**src/rtl/sat_pkg.sv**
```systemverilog
package sat_pkg;
    localparam int NPOS = 8;                 // stack positions, power of two
    localparam int IDXW = $clog2(NPOS);

    typedef logic [IDXW-1:0] pidx_t;

    localparam logic [2:0] K_NONE = 3'd0;
    localparam logic [2:0] K_PUSH = 3'd1;
    localparam logic [2:0] K_POP  = 3'd2;
    localparam logic [2:0] K_DPOP = 3'd3;
    localparam logic [2:0] K_XCH  = 3'd4;

    typedef struct packed {
        pidx_t [NPOS-1:0] map;   // stack slot -> physical register
        pidx_t            top;
        logic  [NPOS-1:0] occ;   // live flag per physical register
    } sat_state_t;

    function automatic sat_state_t sat_boot_state();
        sat_state_t s;
        for (int k = 0; k < NPOS; k++) begin
            s.map[k] = pidx_t'(k);
        end
        s.top = '0;
        s.occ = '0;
        return s;
    endfunction
endpackage

```
**src/rtl/sat_slot.sv**
```systemverilog
module sat_slot
    import sat_pkg::*;
(
    input  sat_state_t cur,
    input  logic       valid,
    input  logic       mute,
    input  logic [2:0] kind,
    input  pidx_t      sel,
    output sat_state_t nxt,
    output pidx_t      st0,
    output pidx_t      sti,
    output logic       ovf,
    output logic       unf
);
    localparam pidx_t ONE = pidx_t'(1);
    localparam pidx_t TWO = pidx_t'(2);

    pidx_t pos_i;
    pidx_t pos_1;
    pidx_t pos_dn;
    pidx_t phys_1;
    pidx_t phys_dn;

    always_comb begin
        pos_i   = cur.top + sel;
        pos_1   = cur.top + ONE;
        pos_dn  = cur.top - ONE;
        phys_1  = cur.map[pos_1];
        phys_dn = cur.map[pos_dn];

        nxt = cur;
        st0 = cur.map[cur.top];
        sti = cur.map[pos_i];
        ovf = 1'b0;
        unf = 1'b0;

        if (valid && !mute) begin
            case (kind)
                K_PUSH: begin
                    st0               = phys_dn;
                    ovf               = cur.occ[phys_dn];
                    nxt.top           = pos_dn;
                    nxt.occ[phys_dn]  = 1'b1;
                end
                K_POP: begin
                    unf                       = !cur.occ[cur.map[cur.top]];
                    nxt.occ[cur.map[cur.top]] = 1'b0;
                    nxt.top                   = pos_1;
                end
                K_DPOP: begin
                    unf = !cur.occ[cur.map[cur.top]] || !cur.occ[phys_1];
                    nxt.occ[cur.map[cur.top]] = 1'b0;
                    nxt.occ[phys_1]           = 1'b0;
                    nxt.top                   = cur.top + TWO;
                end
                K_XCH: begin
                    unf = !cur.occ[cur.map[cur.top]] || !cur.occ[cur.map[pos_i]];
                    nxt.map[cur.top] = cur.map[pos_i];
                    nxt.map[pos_i]   = cur.map[cur.top];
                end
                default: ;
            endcase
        end
    end
endmodule

```
**src/rtl/sat_ckpt.sv**
```systemverilog
module sat_ckpt
    import sat_pkg::*;
(
    input  logic       clk,
    input  logic       rst_n,
    input  logic       save,
    input  sat_state_t snap,
    output sat_state_t held
);
    sat_state_t held_d;
    sat_state_t held_q;

    always_comb begin
        held_d = held_q;
        if (save) held_d = snap;
    end

    always_ff @(posedge clk or negedge rst_n) begin
        if (!rst_n) held_q <= sat_boot_state();
        else        held_q <= held_d;
    end

    assign held = held_q;
endmodule

```
**src/rtl/stack_alias_table.sv**
```systemverilog
module stack_alias_table
    import sat_pkg::*;
#(
    parameter int NSLOT = 2
)(
    input  logic                       clk,
    input  logic                       rst_n,
    input  logic                       flush,
    input  logic                       ckpt_save,
    input  logic [NSLOT-1:0]           op_valid,
    input  logic [NSLOT-1:0][2:0]      op_kind,
    input  logic [NSLOT-1:0][IDXW-1:0] op_idx,
    output logic [NSLOT-1:0][IDXW-1:0] st0_phys,
    output logic [NSLOT-1:0][IDXW-1:0] sti_phys,
    output logic [NSLOT-1:0]           ovf,
    output logic [NSLOT-1:0]           unf
);
    sat_state_t state_d;
    sat_state_t state_q;
    sat_state_t ckpt_q;
    sat_state_t chain [NSLOT+1];

    assign chain[0] = state_q;

    // In-order slot chain: slot g+1 resolves against slot g's result
    for (genvar g = 0; g < NSLOT; g++) begin : g_slot
        sat_slot u_slot (
            .cur   (chain[g]),
            .valid (op_valid[g]),
            .mute  (flush),
            .kind  (op_kind[g]),
            .sel   (op_idx[g]),
            .nxt   (chain[g+1]),
            .st0   (st0_phys[g]),
            .sti   (sti_phys[g]),
            .ovf   (ovf[g]),
            .unf   (unf[g])
        );
    end

    sat_ckpt u_ckpt (
        .clk   (clk),
        .rst_n (rst_n),
        .save  (ckpt_save && !flush),
        .snap  (chain[NSLOT]),
        .held  (ckpt_q)
    );

    always_comb begin
        state_d = chain[NSLOT];
        if (flush) state_d = ckpt_q;
    end

    always_ff @(posedge clk or negedge rst_n) begin
        if (!rst_n) state_q <= sat_boot_state();
        else        state_q <= state_d;
    end
endmodule

```
**config.mk**
```make
export PLATFORM = sky130hd
export DESIGN_NAME = stack_alias_table
export DESIGN_NICKNAME = d
export VERILOG_FILES = /design/src/rtl/sat_pkg.sv /design/src/rtl/sat_slot.sv /design/src/rtl/sat_ckpt.sv /design/src/rtl/stack_alias_table.sv
export SDC_FILE = /design/constraint.sdc
export NUM_CORES = 1
export LEC_CHECK = 0
export BUFFER_PORTS_ARGS = -buffer_cell sky130_fd_sc_hd__buf_2
export CORE_UTILIZATION = 40
export CTS_BUF_LIST = sky130_fd_sc_hd__clkbuf_4
export CTS_CLUSTER_DIAMETER = 60
export DETAILED_ROUTE_END_ITERATION = 10
export REMOVE_ABC_BUFFERS = 1
export SLEW_MARGIN = 20
export SYNTH_ARGS = -nofsm -noshare
export SYNTH_HDL_FRONTEND = slang
export SYNTH_SLANG_ARGS = --single-unit
```
**constraint.sdc**
```tcl
create_clock -name clk -period 18.19 [get_ports clk]
set_input_delay 3.638 -clock clk [delete_from_list [all_inputs] [get_ports clk]]
set_output_delay 3.638 -clock clk [all_outputs]
set_load 0.02 [all_outputs]
```
* Yosys cells after proc, flatten, opt, wreduce, memory -nomap -nowiden
Index checks and enable logic that the tools add are counted.
Cells by class: $lt $le $gt $ge 26, mux-type cells 75, bitwise logic cells 10, reduce and logical (&&, ||, !) cells 24, $add $sub $neg 8, equality and inequality tests 8
Operator list (number):
- $mux W35 | 3
- $bwmux W24 | 4
- $bmux W3 S3 | 8
- $pmux W11 S3 | 2
- $lt A3 B4 Y1 const B | 16
- $mux W24 | 2
- $mux W3 | 16
- $demux W3 S3 | 4
- $and A8 B8 Y8 | 4
- $not A8 Y8 | 4
- $ge A3 B1 Y1 const B | 10
- $bmux W1 S3 | 8
- $mux W1 | 20
- $demux W1 S3 | 6
- $or A8 B8 Y8 | 2
- $logic_and A1 B1 Y1 | 13
- $eq A3 B2 Y1 const B | 4
- $logic_not A1 Y1 | 7
- $add A3 B1 Y3 const B | 2
- $add A3 B2 Y3 const B | 2
- $add A3 B3 Y3 | 2
- $eq A3 B1 Y1 const B | 2
- $eq A3 B3 Y1 const B | 2
- $pmux W1 S3 | 2
- other kinds (2) | 6
Word-level totals: output and inout port bits 16, flip-flop bits (word level) 70

* Depth between registers and ports, before layout
word-level depth 23, gate-level depth with buffers 22, gate-level depth less buffers 15

* Modules after synthesis
A second synthesis with hierarchy kept.
Second synthesis, totals: cells, all modules 784, area, all modules 7907.6 µm²
By module, submodules not included:
- sat_slot at g_slot[0].u_slot | area an instance 2635.0 µm², instances 1, cells an instance 335
- sat_slot at g_slot[1].u_slot | area an instance 2332.2 µm², instances 1, cells an instance 300
- stack_alias_table | area an instance 1471.4 µm², instances 1, cells an instance 75
- sat_ckpt | area an instance 1468.9 µm², instances 1, cells an instance 74

* Worst setup path after synthesis
OpenSTA, ideal clock, no wires.
kind input -> output, from in op_kind[2] (netlist bit), to out unf[1], setup slack 6.893 ns, stages on the path 20, arrival time 7.659 ns, path buffers 6, cell sequence or3b_1 buf_6 nand2b_1 xnor2_1 clkbuf_1 clkbuf_1 ha_1 fa_1 xnor2_1 xnor2_1 buf_2 nand4_1 a222oi_1 buf_2 mux2i_1 mux2i_1 mux2i_1 a22oi_1 o31ai_1 buf_4
Between the ends: cells in the longest elaborated chain, start to end 12, elaborated cells on any way between the ends 28, classes of those cells add/sub (2); eq/ne (4); mux (17); reduce/logical (5)
Ends and longest elaborated chain:
- start: declaration | RTL line stack_alias_table.sv:11 | input logic [NSLOT-1:0][2:0] op_kind,
- $eq A3 B2 Y1 or $eq A3 B1 Y1 (tied branches) | RTL line sat_slot.sv:38 | case (kind)
- $pmux W11 S3 | RTL line sat_slot.sv:38
- $mux W35 (*) | RTL line sat_slot.sv:37 | if (valid && !mute) begin
- $add A3 B3 Y3 or $add A3 B1 Y3 (tied branches) | RTL line sat_slot.sv:25, sat_slot.sv:26
- $bmux W3 S3, on equally long branches | RTL line sat_slot.sv:57, sat_slot.sv:28
- $mux W3, on equally long branches | RTL line sat_slot.sv:57, sat_slot.sv:28
- $bmux W1 S3, on equally long branches | RTL line sat_slot.sv:57, sat_slot.sv:51
- $mux W1, on equally long branches | RTL line sat_slot.sv:57, sat_slot.sv:51
- $logic_not A1 Y1, on equally long branches | RTL line sat_slot.sv:57, sat_slot.sv:51
- $logic_or A1 B1 Y1, on equally long branches | RTL line sat_slot.sv:57, sat_slot.sv:51
- $pmux W1 S3 (*) | RTL line sat_slot.sv:38
- $mux W1 (*) | RTL line sat_slot.sv:37
- end: declaration | RTL line stack_alias_table.sv:16 | output logic [NSLOT-1:0] unf
Mark *: on every way between the ends. The rest lies on a longest branch, timed or not. The select of a mux whose other input is x is not followed.

* Final worst setup path
from in op_idx[0] (netlist bit), to out unf[1]
Between the ends: cells in the longest elaborated chain, start to end 16, elaborated cells on any way between the ends 31, classes of those cells add/sub (1); order compare (2); mux (22); reduce/logical (6)
Ends and longest elaborated chain:
- start: declaration | RTL line stack_alias_table.sv:12 | input logic [NSLOT-1:0][IDXW-1:0] op_idx,
- $add A3 B3 Y3 (*) | RTL line sat_slot.sv:25 | pos_i = cur.top + sel;
- $lt A3 B4 Y1 (implied by the code) or $ge A3 B1 Y1 (tied branches) | RTL line sat_slot.sv:59 | nxt.map[pos_i] = cur.map[cur.top];
- $logic_and A1 B1 Y1 (implied by the code) | RTL line sat_slot.sv:59
- $mux W3 (implied by the code) | RTL line sat_slot.sv:59
- $demux W3 S3
- $bwmux W24 (*) | RTL line sat_slot.sv:59
- $mux W24 (*) | RTL line sat_slot.sv:38
- $mux W35 (*) | RTL line sat_slot.sv:37
- $bmux W3 S3, on equally long branches
- $mux W3, on equally long branches
- $bmux W1 S3, on equally long branches | RTL line sat_slot.sv:46, sat_slot.sv:51, sat_slot.sv:57
- $mux W1, on equally long branches | RTL line sat_slot.sv:46, sat_slot.sv:51, sat_slot.sv:57
- $logic_not A1 Y1, on equally long branches | RTL line sat_slot.sv:46, sat_slot.sv:51, sat_slot.sv:57
- $logic_or A1 B1 Y1, on equally long branches | RTL line sat_slot.sv:57, sat_slot.sv:51
- $pmux W1 S3 (*) | RTL line sat_slot.sv:38
- $mux W1 (*) | RTL line sat_slot.sv:37
Marks and branches as above.

==> run_results.csv <==
group,metric,value,unit
cts,clkLatencyLatePin,0.46,ns
timing,drv_slew,0,
logic_synthesis,yosysTopAreaCell,"dfrtp_1",
cts,ctsResizeCount,0,
timing,hold_viol_final,0,
place,dp_hpwl,18.33,mm
timing,finalCritPeriodShare,68.47,%
setup_path,worst-path-max-fanout,19,
global_route,grt_max_degree,71,
power,irDropWorstVdd,106.4,uV
cts,clockBufferDepth,2,
place,io_buffers,33,
logic_synthesis,synth_seq_cells,70,
layout,fillers,1835,
timing,finalSetupTns,0,ns
timing,rsz0062_at_grt,"no",
floorplan,start_util,40.81,%
place,gp_congestion,0.9590,
logic_synthesis,ys_warn_count,0,
logic_synthesis,yosysSeqAreaShare,24.30,%
drt,ant_nets,0,
setup_path,slowest_stage,"fa_1",
setup_path,crit_type,"in -> out",
flow_run,maxCapViolCount,0,
drt,drt-total-wl,25.00,mm
logic_synthesis,synth_top_area_share,15.70,%
setup_path,setup.worst_path.start_class,"input pin",
drt,vias,7214,
global_route,grt_overflow,0,
cts,post_cts_buffers,0,
cts,root_buffer,"clkbuf_4",
drt,firstDrtPassIters,6,
logic_synthesis,synth_edf_count,0,
logic_synthesis,yosys_most_used_dff,"dfrtp_1",
logic_synthesis,synth_cell_types,76,
drt,wl_per_cell,22.32,um
drt,wl_met2,10.65,mm
floorplan,die_w,137.4,um
logic_synthesis,synth.area.top_cells,"dfrtp_1 16%, mux4_2 8.9%, dfstp_2 8.6%",
layout,area_growth,5.888,%
setup_path,cp.required,14.55,ns
cts,tritoncts,"yes",
logic_synthesis,syn_area_per_cell,8.191,um^2
global_route,antenna_found_initial,1,
timing,setup-violations-final,0,
layout,drive_above_1_share,16.74,%
global_route,gr-usage-all-layers,27.36,%
outcome,status,"complete, no violations",
cts,cts_buffers,9,
floorplan,core-area,17960,um^2
timing,timing.fmax,80.30,MHz
cts,cts.sinks,70,
timing,max_slew_margin,28.65,%
setup_path,crit_chain,"buf_2 -> ha_1 -> inv_1 -> fa_1 -> mux4_2 -> mux2i_1 -> buf_4 -> nor4_1 -> a311oi_1 -> a221o_1 -> a221o_1 -> and2b_1 -> a22o_1 -> a221oi_1 -> a22oi_1 -> o31ai_1 -> buf_2",
power,power.density,189.6,nW/um^2
floorplan,dieHeight,137.4,um
drt,wl_met3,2.134,mm
logic_synthesis,async_reset_ff_share,100.0,%
setup_path,cp_slowest_stage_delay,0.88,ns
drt,top_layer_used,"met4",
setup_path,crit_arrival,8.82,ns
floorplan,design.die.area,18870,um^2
drt,drc_errors,0,
floorplan,rows,49,
cts,clkTransAtPathRegs,0.12,ns
floorplan,ios,34,
cts,cts_hold_buf,0,
timing,period_needed,12.45,ns
global_route,first_global_vias,6469,
logic_synthesis,synth_common_cells,"108 x nand2_1, 87 x a21oi_1, 85 x nor2_1",
power,leakage,3.029,nW
timing,worst_pin_slew,1.050,ns
logic_synthesis,synth_most_common_cell,"nand2_1",
drt,viasPerCell,6.441,
drt,met1Wirelength,11.60,mm
min_path,min_path_type,"reg -> reg",
timing,skew,0.02893,ns
setup_path,cp-end-kind,"output port",
logic_synthesis,syn_area,7331,um^2
global_route,grt_pass1_wl,38.61,mm
layout,fin_nets,919,
logic_synthesis,synthCells,895,
power,total_power,1.472,mW
drt,drt_iter0_drc,859,
cts,htreeDepth,3,
## logic make-up (layout without fill, tap and decap cells)
family,Yosys count,count (layout),share of synthesized area [%]
XOR/XNOR,13,13,2.407
AND/OR/NAND/NOR,293,293,18.31
AO/OA/AOI/OAI,306,306,26.15
multiplexers,106,106,19.95
buffers and inverters,91,86,5.940
other,0,1,0
flip-flops,70,70,24.30
adder cells (fa/ha/maj),16,16,2.936
## area by class of cell
type / count / area, um^2 / area share, %
Antenna cell: 1 / 2.502 / 0.03224
Clock buffer: 10 / 75.07 / 0.9671
Clock inverter: 6 / 133.9 / 1.725
Inverter: 25 / 98.84 / 1.273
Multi-Input combinational cell: 734 / 5129 / 66.07
Sequential cell: 70 / 1782 / 22.95
Tap cell: 229 / 286.5 / 3.691
Timing Repair Buffer: 45 / 255.2 / 3.288
## cells in the final DEF, fill, tap and decap left out, types with 5 or more instances in the layout
cell type,Yosys,routed
a22oi_1,23,23
clkbuf_4,0,10
nand3_1,19,19
inv_1,24,24
buf_4,10,12
a221oi_1,5,5
mux4_2,29,29
mux2_2,14,14
mux2i_1,59,59
nor3_1,10,10
dfstp_2,24,24
a31oi_1,7,7
o22ai_1,43,43
dfrtp_1,46,46
nor2_1,85,85
nor2b_1,19,19
ha_1,14,14
a211oi_1,10,10
buf_2,17,33
o21ai_0,75,75
o31ai_1,5,5
and2_1,6,6
a21oi_1,87,87
o211ai_1,6,6
a2bb2oi_1,5,5
nand2b_1,15,15
nand2_1,108,108
nor4_1,11,11
o311ai_0,5,5
## worst max-delay path, delay by kind of cell
kind	cells	cell delay, ns
AO/OA/AOI/OAI	7	2.47
adder cells (fa/ha/maj)	2	1.01
buffers and inverters	4	0.59
multiplexers	2	0.72
AND/OR/NAND/NOR	2	0.36
## per-layer routing
metal	global-route usage, %	up-vias
met5	0	-
met4	9.524	0
met3	4.378	44
met2	39.34	364
met1	40.93	3480
li1	-	3326
## power breakdown
part	switching, mW	total [mW]	leakage (nW)	internal [mW]
clock	0.0619	0.147	0.111	0.0850
combinational	0.647	1.05	2.11	0.401
sequential	0.0634	0.278	0.808	0.214
## registers in the layout, summed over array words and instances (netlist names)
name and count:
chain 35, u_ckpt.held 35
## worst paths after layout
| path | cells past startpoint | to | start | slack (ns) |
|---|---|---|---|---|
| setup / recovery | 17 | unf[1] | op_idx[0] | 5.74 |
| hold / removal | 2 | chain[97] | u_ckpt.held[27] | 0.48 |
| setup reg to reg | 16 | chain[74] | chain[78] | 12.20 |
| hold reg to reg | 2 | chain[97] | u_ckpt.held[27] | 0.48 |
| max in group asynchronous | 2 | u_ckpt.held[27] | rst_n | 14.18 |
| min in group asynchronous | 2 | chain[71] | rst_n | 3.35 |
## per-stage QoR
stage,cells,hold slack [ns],cell area (um^2),utilization (%),worst slack (ns)
2_1_floorplan,829,0.4502,6994,-,6.084
3_3_place_gp,1103,0.4588,7543,41.99,5.996
3_5_place_dp,1103,0.4681,7543,41.99,5.816
4_1_cts,1119,0.4915,7752,43.16,5.786
5_1_grt,1120,0.5088,7762,43.21,5.487
6_report,1120,0.4837,7762,43.21,5.736
Note: power is estimated with default switching activity, not from simulation.
